<file path="config.mk">
export PLATFORM = sky130hd
export DESIGN_NAME = addsub_unit
export DESIGN_NICKNAME = d
export VERILOG_FILES = /design/src/rtl/addsub_pkg.sv /design/src/rtl/addsub_operand.sv /design/src/rtl/addsub_lane.sv /design/src/rtl/addsub_core.sv /design/src/rtl/addsub_unit.sv
export SDC_FILE = /design/constraint.sdc
export NUM_CORES = 1
export LEC_CHECK = 0
export CAP_MARGIN = 20
export CORE_ASPECT_RATIO = 0.6
export CORE_MARGIN = 2
export CORE_UTILIZATION = 30
export CTS_BUF_LIST = sky130_fd_sc_hd__clkbuf_4
export CTS_CLUSTER_SIZE = 14
export DETAILED_ROUTE_END_ITERATION = 7
export DONT_BUFFER_PORTS = 1
export GPL_ROUTABILITY_DRIVEN = 0
export PLACE_DENSITY = 0.53
export SLEW_MARGIN = 10
export SYNTH_ARGS = -nofsm -noshare
export SYNTH_HDL_FRONTEND = slang
export SYNTH_SLANG_ARGS = --single-unit
</file>
<file path="constraint.sdc">
create_clock -name clk -period 4.4 [get_ports clk]
set_input_delay 0.88 -clock clk [delete_from_list [all_inputs] [get_ports clk]]
set_output_delay 0.88 -clock clk [all_outputs]
set_load 0.05 [all_outputs]
</file>
<file path="src/rtl/addsub_pkg.sv">
// Shared types for the sized add/subtract unit.
// Assumes a condition-code ordering of {X,N,Z,V,C} from MSB to LSB.
package addsub_pkg;

    typedef enum logic [1:0] {
        SZ_BYTE = 2'd0,
        SZ_WORD = 2'd1,
        SZ_LONG = 2'd2,
        SZ_RSVD = 2'd3
    } size_e;

    typedef struct packed {
        logic x;
        logic n;
        logic z;
        logic v;
        logic c;
    } ccr_t;

    localparam int NUM_LANES = 3;

endpackage

</file>
<file path="src/rtl/addsub_operand.sv">
// Operand preparation: picks the quick immediate or the source value,
// then sign-extends a half-width operand for address-register targets.
// Assumes the quick field value 0 encodes 2**QUICK_W.
module addsub_operand #(
    parameter int DATA_W  = 32,
    parameter int QUICK_W = 3
) (
    input  logic [DATA_W-1:0]  src_val,
    input  logic               quick,
    input  logic [QUICK_W-1:0] quick_imm,
    input  logic               to_areg,
    input  addsub_pkg::size_e  size,
    output logic [DATA_W-1:0]  operand
);
    import addsub_pkg::*;

    localparam int HALF_W    = DATA_W / 2;
    localparam int QUICK_MAX = 1 << QUICK_W;

    logic [DATA_W-1:0] raw;

    // Select between the decoded quick immediate and the fetched source.
    always_comb begin
        if (quick) begin
            if (quick_imm == '0) raw = DATA_W'(QUICK_MAX);
            else                 raw = DATA_W'(quick_imm);
        end else begin
            raw = src_val;
        end
    end

    // Widen a half-width operand by sign when it targets an address register.
    always_comb begin
        if (to_areg && (size == SZ_WORD))
            operand = {{(DATA_W-HALF_W){raw[HALF_W-1]}}, raw[HALF_W-1:0]};
        else
            operand = raw;
    end

endmodule

</file>
<file path="src/rtl/addsub_lane.sv">
// One fixed-width adder lane with carry/borrow, overflow, sign and zero.
// Subtraction is a minus b, done as a + ~b + 1; c reports a borrow then.
module addsub_lane #(
    parameter int W = 8
) (
    input  logic [W-1:0] a,
    input  logic [W-1:0] b,
    input  logic         sub,
    output logic [W-1:0] sum,
    output logic         c,
    output logic         v,
    output logic         n,
    output logic         z
);
    logic [W:0]   ext;
    logic [W-1:0] b_eff;

    // Form the lane sum and derive its four arithmetic flags.
    always_comb begin
        b_eff = sub ? ~b : b;
        ext   = {1'b0, a} + {1'b0, b_eff} + {{W{1'b0}}, sub};
        sum   = ext[W-1:0];
        c     = ext[W] ^ sub;
        v     = (a[W-1] == b_eff[W-1]) && (sum[W-1] != a[W-1]);
        n     = sum[W-1];
        z     = (sum == '0);
    end

endmodule

</file>
<file path="src/rtl/addsub_core.sv">
// Runs byte, word and long lanes in parallel and selects the one that
// matches the requested size; narrower lanes keep the destination's
// upper bits. Also exposes the full-width lane for address targets.
// Assumes DATA_W is a multiple of 4.
module addsub_core #(
    parameter int DATA_W = 32
) (
    input  logic [DATA_W-1:0] dst,
    input  logic [DATA_W-1:0] operand,
    input  logic              sub,
    input  addsub_pkg::size_e size,
    output logic [DATA_W-1:0] sized_res,
    output logic [DATA_W-1:0] long_res,
    output addsub_pkg::ccr_t  flags
);
    import addsub_pkg::*;

    localparam int LONG_IDX = NUM_LANES - 1;

    logic [NUM_LANES-1:0][DATA_W-1:0] lane_res;
    logic [NUM_LANES-1:0]             lane_c;
    logic [NUM_LANES-1:0]             lane_v;
    logic [NUM_LANES-1:0]             lane_n;
    logic [NUM_LANES-1:0]             lane_z;
    logic [1:0]                       sel;

    for (genvar g = 0; g < NUM_LANES; g++) begin : g_lane
        localparam int LW = DATA_W >> (LONG_IDX - g);
        logic [LW-1:0] s;

        addsub_lane #(.W(LW)) u_lane (
            .a   (dst[LW-1:0]),
            .b   (operand[LW-1:0]),
            .sub (sub),
            .sum (s),
            .c   (lane_c[g]),
            .v   (lane_v[g]),
            .n   (lane_n[g]),
            .z   (lane_z[g])
        );

        if (LW < DATA_W) begin : g_merge
            assign lane_res[g] = {dst[DATA_W-1:LW], s};
        end else begin : g_full
            assign lane_res[g] = s;
        end
    end

    // Map the size code to a lane index.
    always_comb begin
        case (size)
            SZ_BYTE: sel = 2'd0;
            SZ_WORD: sel = 2'd1;
            default: sel = 2'(LONG_IDX);
        endcase
    end

    // Route the selected lane's result and flags; X mirrors C.
    always_comb begin
        sized_res = lane_res[sel];
        long_res  = lane_res[LONG_IDX];
        flags.x   = lane_c[sel];
        flags.n   = lane_n[sel];
        flags.z   = lane_z[sel];
        flags.v   = lane_v[sel];
        flags.c   = lane_c[sel];
    end

endmodule

</file>
<file path="src/rtl/addsub_unit.sv">
// Sized add/subtract execute unit. Combines operand preparation, the
// lane core and the size legality decision, then registers the outcome
// for one cycle. Assumes operands arrive already fetched; a write is
// suppressed for illegal sizes and the flags pass through for address
// register targets. Synchronous active-low reset.
module addsub_unit #(
    parameter int DATA_W  = 32,
    parameter int QUICK_W = 3
) (
    input  logic              clk,
    input  logic              rst_n,
    input  logic              req_valid,
    input  logic [DATA_W-1:0] src_val,
    input  logic [DATA_W-1:0] dst_val,
    input  logic              op_sub,
    input  logic [1:0]        op_size,
    input  logic              to_areg,
    input  logic              quick,
    input  logic [QUICK_W-1:0] quick_imm,
    input  logic [4:0]        ccr_in,
    output logic              out_valid,
    output logic [DATA_W-1:0] result,
    output logic [4:0]        ccr_out,
    output logic              write_en,
    output logic              illegal_size
);
    import addsub_pkg::*;

    size_e             size;
    logic [DATA_W-1:0] operand;
    logic [DATA_W-1:0] sized_res;
    logic [DATA_W-1:0] long_res;
    ccr_t              core_flags;
    logic              bad_size;
    logic [DATA_W-1:0] nxt_res;
    logic [4:0]        nxt_ccr;

    assign size = size_e'(op_size);

    addsub_operand #(.DATA_W(DATA_W), .QUICK_W(QUICK_W)) u_operand (
        .src_val   (src_val),
        .quick     (quick),
        .quick_imm (quick_imm),
        .to_areg   (to_areg),
        .size      (size),
        .operand   (operand)
    );

    addsub_core #(.DATA_W(DATA_W)) u_core (
        .dst       (dst_val),
        .operand   (operand),
        .sub       (op_sub),
        .size      (size),
        .sized_res (sized_res),
        .long_res  (long_res),
        .flags     (core_flags)
    );

    // Decide legality, the value to write back and the new flags.
    always_comb begin
        bad_size = (size == SZ_RSVD) || (to_areg && (size == SZ_BYTE));
        if (bad_size) begin
            nxt_res = dst_val;
            nxt_ccr = ccr_in;
        end else if (to_areg) begin
            nxt_res = long_res;
            nxt_ccr = ccr_in;
        end else begin
            nxt_res = sized_res;
            nxt_ccr = core_flags;
        end
    end

    // Register the outcome one cycle after each accepted request.
    always_ff @(posedge clk) begin
        if (!rst_n) begin
            out_valid    <= 1'b0;
            result       <= '0;
            ccr_out      <= '0;
            write_en     <= 1'b0;
            illegal_size <= 1'b0;
        end else begin
            out_valid <= req_valid;
            if (req_valid) begin
                result       <= nxt_res;
                ccr_out      <= nxt_ccr;
                write_en     <= !bad_size;
                illegal_size <= bad_size;
            end
        end
    end

endmodule

</file>
# Word level (Yosys, flattened, before mapping)
# Cells that the tools add are included.
[totals]
reg_bits = 40
latchBits = 0
ram_bits = 0
mem_bits_ro = 0
inputBits = 80
output_inout_bits = 40
word_cells = 59
memories = 0
[classes]
add_sub_neg = 6
multipliers = 0
div_mod_pow = 0
n_lt_le_gt_ge = 1
eq_ne = 8
shift = 0
muxes = 21
n_bitwise = 6
n_reduce_logical = 12
[ops]
columns = ["op", "n"]
rows = [
  ["$mux W32", 6],
  ["$bmux W32 S2", 1],
  ["$add A32 B32 Y33", 1],
  ["$add A33 B1 Y33", 1],
  ["$logic_not A32 Y1", 1],
  ["$not A32 Y32", 1],
  ["$add A16 B16 Y17", 1],
  ["$add A17 B1 Y17", 1],
  ["$logic_not A16 Y1", 1],
  ["$mux W16", 1],
  ["$not A16 Y16", 1],
  ["$mux W5", 2],
  ["$add A8 B8 Y9", 1],
  ["$add A9 B1 Y9", 1],
  ["$bmux W1 S2", 4],
  ["$logic_not A8 Y1", 1],
  ["$mux W8", 1],
  ["$not A8 Y8", 1],
  ["$logic_and A1 B1 Y1", 5],
  ["$mux W1", 4],
  ["$mux W4", 1],
  ["$pmux W2 S2", 1],
  ["$eq A1 B1 Y1", 3],
  ["$logic_not A3 Y1", 1],
  ["8 further kinds", 12],
]

# Logic depth before layout (Yosys ltp)
[logic_depth]
word_depth = 14
mapped_depth = 19
ltp_nobuf = 16

# By module
# From an unflattened synthesis, not the netlist that was laid out.
[unflattened]
cells_unflattened = 878
hier_area_um2 = 7233.2
[by_module_without_submodules]
columns = ["module", "n_inst", "cells_each", "area_per_inst_um2", "seq_area_each_um2"]
rows = [
  ["addsub_unit", 1, 226, 2247.2, 800.8],
  ["addsub_lane (u_core.g_lane[2].u_lane)", 1, 307, 2182.1, 0.0],
  ["addsub_lane (u_core.g_lane[1].u_lane)", 1, 139, 1047.3, 0.0],
  ["addsub_core", 1, 85, 758.2, 0.0],
  ["addsub_lane (u_core.g_lane[0].u_lane)", 1, 62, 511.7, 0.0],
  ["addsub_operand", 1, 59, 486.7, 0.0],
]

# Worst setup path before layout
# No wires, ideal clock.
[synth_path]
path_kind = "input-to-reg"
start = "in op_size[0]"
end = "reg ccr_out[2]"
setup_time_ns = 0.084
arrival_ns = 4.270
t_required_ns = 4.316
setup_slack_ns = 0.046
stages = 18
n_path_buf = 3
path_cell_list = "clkbuf_1 > nor2b_1 > nand3_1 > clkbuf_1 > a21oi_1 > xor2_1 > ha_1 > clkbuf_1 > a21o_1 > a21o_1 > a21oi_1 > o21ai_0 > a2111oi_1 > a211oi_1 > nor4_1 > o2111a_1 > nand4b_1 > o31ai_2"
[synth_via]
elab_chain_cells = 12
word_cells_on_any_way = 17
classes_between = "add/sub (2); eq/ne (2); mux (7); bitwise (1); reduce/logical (5)"
[synth_lines]
columns = ["element", "line_no", "source"]
rows = [
  ["start: declaration", "addsub_unit.sv:16", "input logic [1:0] op_size,"],
  ["$eq A2 B1 Y1", "addsub_operand.sv:34, addsub_core.sv:51", ""],
  ["$logic_and A1 B1 Y1", "addsub_operand.sv:34", "if (to_areg && (size == SZ_WORD))"],
  ["$mux W32", "addsub_operand.sv:34", ""],
  ["$not A32 Y32", "addsub_lane.sv:20", "b_eff = sub ? ~b : b;"],
  ["$mux W32", "addsub_lane.sv:20", ""],
  ["$add A32 B32 Y33", "addsub_lane.sv:21", "ext = {1'b0, a} + {1'b0, b_eff} + {{W{1'b0}}, sub};"],
  ["$add A33 B1 Y33", "addsub_lane.sv:21", ""],
  ["$logic_not A32 Y1", "addsub_lane.sv:26", "z = (sum == '0);"],
  ["$bmux W1 S2", "addsub_core.sv:64", "flags.z = lane_z[sel];"],
  ["$mux W1 (not written as such)", "addsub_core.sv:64", ""],
  ["$mux W5", "addsub_unit.sv:65", "end else if (to_areg) begin"],
  ["$mux W5 (*)", "addsub_unit.sv:62", "if (bad_size) begin"],
  ["end signal: assignment", "addsub_unit.sv:86", "ccr_out <= nxt_ccr;"],
  ["end: declaration", "addsub_unit.sv:23", "output logic [4:0] ccr_out,"],
]
# Mark *: on every way between the ends. The rest lies on a longest branch, timed or not. The select of a mux whose other input is x is not followed.
# A chain may end at the register's enable or synchronous reset.

# Final worst setup path
[layout_path]
start = "in quick_imm[1]"
end = "reg ccr_out[2]"
[layout_via]
elab_chain_cells = 13
word_cells_on_any_way = 23
classes_between = "add/sub (6); mux (10); bitwise (3); reduce/logical (4)"
[layout_lines]
columns = ["element", "line_no", "source"]
rows = [
  ["start: declaration", "addsub_unit.sv:19", "input logic [QUICK_W-1:0] quick_imm,"],
  ["$logic_not A3 Y1", "addsub_operand.sv:25", "if (quick_imm == '0) raw = DATA_W'(QUICK_MAX);"],
  ["$mux W4 (*)", "addsub_operand.sv:25", ""],
  ["$mux W32 (*)", "addsub_operand.sv:24", "if (quick) begin"],
  ["$mux W32 (*)", "addsub_operand.sv:34", ""],
  ["$not A32 Y32, or another cell as far along", "addsub_lane.sv:20", ""],
  ["$mux W32, or another cell as far along", "addsub_lane.sv:20", ""],
  ["$add A32 B32 Y33, or another cell as far along", "addsub_lane.sv:21", ""],
  ["$add A33 B1 Y33, or another cell as far along", "addsub_lane.sv:21", ""],
  ["$logic_not A32 Y1, or another cell as far along", "addsub_lane.sv:26", ""],
  ["$bmux W1 S2 (*)", "addsub_core.sv:64", ""],
  ["$mux W1 (not written as such) (*)", "addsub_core.sv:64", ""],
  ["$mux W5 (*)", "addsub_unit.sv:65", ""],
  ["$mux W5 (*)", "addsub_unit.sv:62", ""],
]
# Marks and branches as above.

==> run summary <==
- **number of setup buffers added after CTS** 0
- **count of cells resized by post-cts repair** 0
- **R2R Path Start** result[21]
- **height of the die** 98.37 µm
- **number of search-and-repair iterations in the first detailed-routing pass** 5
- **fraction of layout cells with a size suffix above 1** 5.863%
- **timing-limited maximum frequency** 0.2536 GHz
- **Avg Inst Size Synth** 7.264 µm²
- **count of distinct cell types in the synthesized netlist** 59
- **Post-Syn Instances** 613
- **area of the die** 0.01587 mm²
- **depth of the worst register-to-register path** 2
- **slew at the pin with the worst max-slew slack** 0.9369 ns
- **clock insertion delay at the later pin of the skew report** 0.36 ns
- **Finish-stage setup viols** 0
- **# Max-Cap Violations** 0
- **placeable core area** 0.01451 mm²
- **aggregate global-route resource usage** 19.29%
- **worst-path maximum fanout** 5
- **maximum number of pins on one net before global-route repair** 76
- **type of element capturing the critical path** register
- **Detailed Place HPWL** 12860 µm
- **initial antenna violation count** 1
- **post-route clock skew** 0 ns
- **overall power after layout** 0.001514 W
- **PwrDens** 321.3 mW/mm²
- **sequential element share of the synthesized area** 17.98%
- **Synth Register Bits** 40
- **EDFF count, synth** 0
- **Max rail drop VDD** 0.0001417 V
- **Total Negative Setup Slacks** 0 ns
- **nets@finish** 708
- **clock edge transition at the registers on the reported setup and hold paths** 0.14 ns
- **Post-CTS Hold Fix Bufs** 0
- **Starting Density** 30.70%
- **Inserted Clock Buffers** 5
- **hold path startpoint** req_valid
- **total congestion overflow after global routing** 0
- **wire length of the first global-routing pass** 24110 µm
- **source of the critical timing path** quick_imm[1]
- **number of sinks on the clock net** 40
- **share of the cycle needed by the critical path after routing** 89.60%
- **maximum buffer depth of the clock tree** 2
- **Hold Path Sink** result[24]
- **number of inserted filler cells in the final layout** 1601
- **average wire per cell in the routed design** 19.85 µm
- **critical path class** in2reg
- **clock tree from TritonCTS** yes
- **max-slew violation count** 0
- **H-tree lvl count** 2
- **result of the run** finished, final reports clean
- **endpoint required time on the critical path** 4.69 ns
- **number of vias after detailed routing** 4500
- **unrepaired setup endpoints after global routing** false
- **worst-case register-to-register setup slack** 3.27 ns
- **share of flip-flops with an asynchronous set or reset** 0%
- **hold depth** 1
- **shortest clock period the worst path allows after layout** 3.942 ns
- **most used flip-flop cell after synthesis** dfxtp_1
- **via count of the first global-routing pass** 4134
- **row cnt** 34
- **capture point of the worst reg-to-reg path** result[21]
- **routed via count divided by cell count** 5.653
- **die extent in x** 161.3 µm
- **Hold Crit Class** in2reg
- **remaining max-slew budget at the tightest pin** 37.41%
- **Critical Path Start Type** input pin
- **violation count after the first detailed-routing iteration** 465
- **hold violation count in the final report** 0
- **Detailed Route WL** 15800 µm
- **cell area after technology mapping** 0.004453 mm²
- **number of nets with antenna violations after routing** 0
- **Layout Area Growth over Synthesis** 5.788%
- **count of unresolved DRC violations after routing** 0
- **syn_nets** 725
- **count of pins on the block boundary** 120
- **data arrival time of the critical path** 4.23 ns
- **buffer cell driving the clock tree root** clkbuf_4
- **count of yosys warnings during synthesis** 0
- **quantity of I/O buffers inserted on ports** 0
- **leakage dissipation** 1.943 nW
[how the worst max path moves through the flow]
| stage | slack [ns] | cells after the start | endpoint |
|---|---|---|---|
| final | 0.46 | 15 | ccr_out[2] |
| after global routing | 0.20 | 16 | ccr_out[2] |
| after CTS | 0.55 | 16 | ccr_out[2] |
| after detailed placement | 0.19 | 17 | ccr_out[2] |
| after global placement | 0.13 | 19 | ccr_out[2] |
| after floorplan | 0.05 | 18 | ccr_out[2] |
[layout by cell type (no fill, tap or decap), types with 11 or more instances in the layout]
cell type | Yosys | layout
a211oi_1 | 13 | 13
a21o_1 | 15 | 15
a21oi_1 | 72 | 72
a31oi_1 | 11 | 11
buf_4 | 0 | 12
dfxtp_1 | 40 | 40
ha_1 | 31 | 31
mux2i_1 | 22 | 22
nand2_1 | 66 | 66
nand2b_1 | 20 | 20
nand3_1 | 11 | 11
nor2_1 | 54 | 54
nor3_1 | 13 | 13
o21ai_0 | 41 | 41
xnor2_1 | 32 | 32
xor2_1 | 30 | 30
[critical path, cell delays in order]
cell and delay [ns]:
nor3_1 0.16, mux2i_1 0.11, xnor2_1 0.13, ha_1 0.37, o21ai_0 0.14, nor3_1 0.35
o21ai_1 0.17, buf_4 0.17, o41ai_2 0.41, a31oi_1 0.25, nor3_1 0.31, mux2i_1 0.16
nor3_1 0.28, nand4b_1 0.15, o31ai_2 0.19
[power by group]
part           internal, W  switching (W)  total [W]
sequential        0.000397       0.000148   0.000545
combinational     0.000306       0.000464   0.000771
clock            0.0000617       0.000137   0.000198
[synthesized netlist by cell type (all sizes together), types with 5 or more instances]
master / number / area [µm²]
mux2: 6 / 71.31
nor4: 5 / 31.28
nand2: 67 / 259.0
nand3: 11 / 55.05
a311oi: 5 / 43.79
nand4: 5 / 31.28
and3: 6 / 37.54
a21oi: 72 / 360.4
nor2: 54 / 202.7
and2: 5 / 31.28
xor2: 30 / 262.8
clkbuf: 32 / 120.1
o211ai: 8 / 60.06
o21ai: 46 / 230.2
a211oi: 14 / 110.1
inv: 9 / 33.78
nor3: 13 / 65.06
nand2b: 20 / 125.1
xnor2: 32 / 280.3
a21o: 15 / 112.6
a31oi: 11 / 68.82
mux2i: 23 / 234.0
dfxtp: 40 / 800.8
ha: 31 / 387.9
[per-stage QoR]
| stage | setup WS [ns] | util (%) | cells | cell area, µm² | hold WS (ns) |
|---|---|---|---|---|---|
| 6_report | 0.4575 | 32.47 | 796 | 4711 | 0.6074 |
| 5_1_grt | 0.1992 | 32.46 | 795 | 4708 | 0.5735 |
| 4_1_cts | 0.5543 | 32.40 | 794 | 4701 | 0.5956 |
| 3_5_place_dp | 0.1901 | 32.02 | 786 | 4644 | 0.7304 |
| 3_3_place_gp | 0.1322 | 32.02 | 786 | 4644 | 0.7184 |
| 2_1_floorplan | 0.04552 | - | 613 | 4453 | 0.6910 |
[registers in the layout (all words and copies together), names as in the netlist]
name and cells:
result 32, out_valid 1, ccr_out 5, illegal_size 1, write_en 1
[metal layers]
metal | global-route usage [%] | vias up | wire (µm)
li1 | - | 2195 | -
met1 | 30.13 | 2086 | 7858
met2 | 25.55 | 201 | 5882
met3 | 6.839 | 12 | 1955
met4 | 1.786 | 6 | 63
met5 | 0 | - | 39
[layout make-up]
cell class	count	area [µm²]	share of cell area, %
Antenna cell	1	2.502	0.05312
Clock buffer	5	37.54	0.7968
Clock inverter	3	18.77	0.3984
Inverter	9	33.78	0.7171
Multi-Input combinational cell	528	3480	73.86
Sequential cell	40	800.8	17.00
Tap cell	198	247.7	5.259
Timing Repair Buffer	12	90.09	1.912
[logic make-up (layout without fill, tap and decap cells)]
group	after synthesis	in the layout	share of synthesized area, %
other	0	1	0
muxes	29	29	6.856
buffers and inverters	45	29	3.877
AOI/OAI and AO/OA	196	196	27.28
xor gates and xnor gates	62	62	12.19
DFF	40	40	17.98
adders and majority gates	32	32	9.160
and+or+nand+nor	209	209	22.65
(Power assumes the default switching activity.)
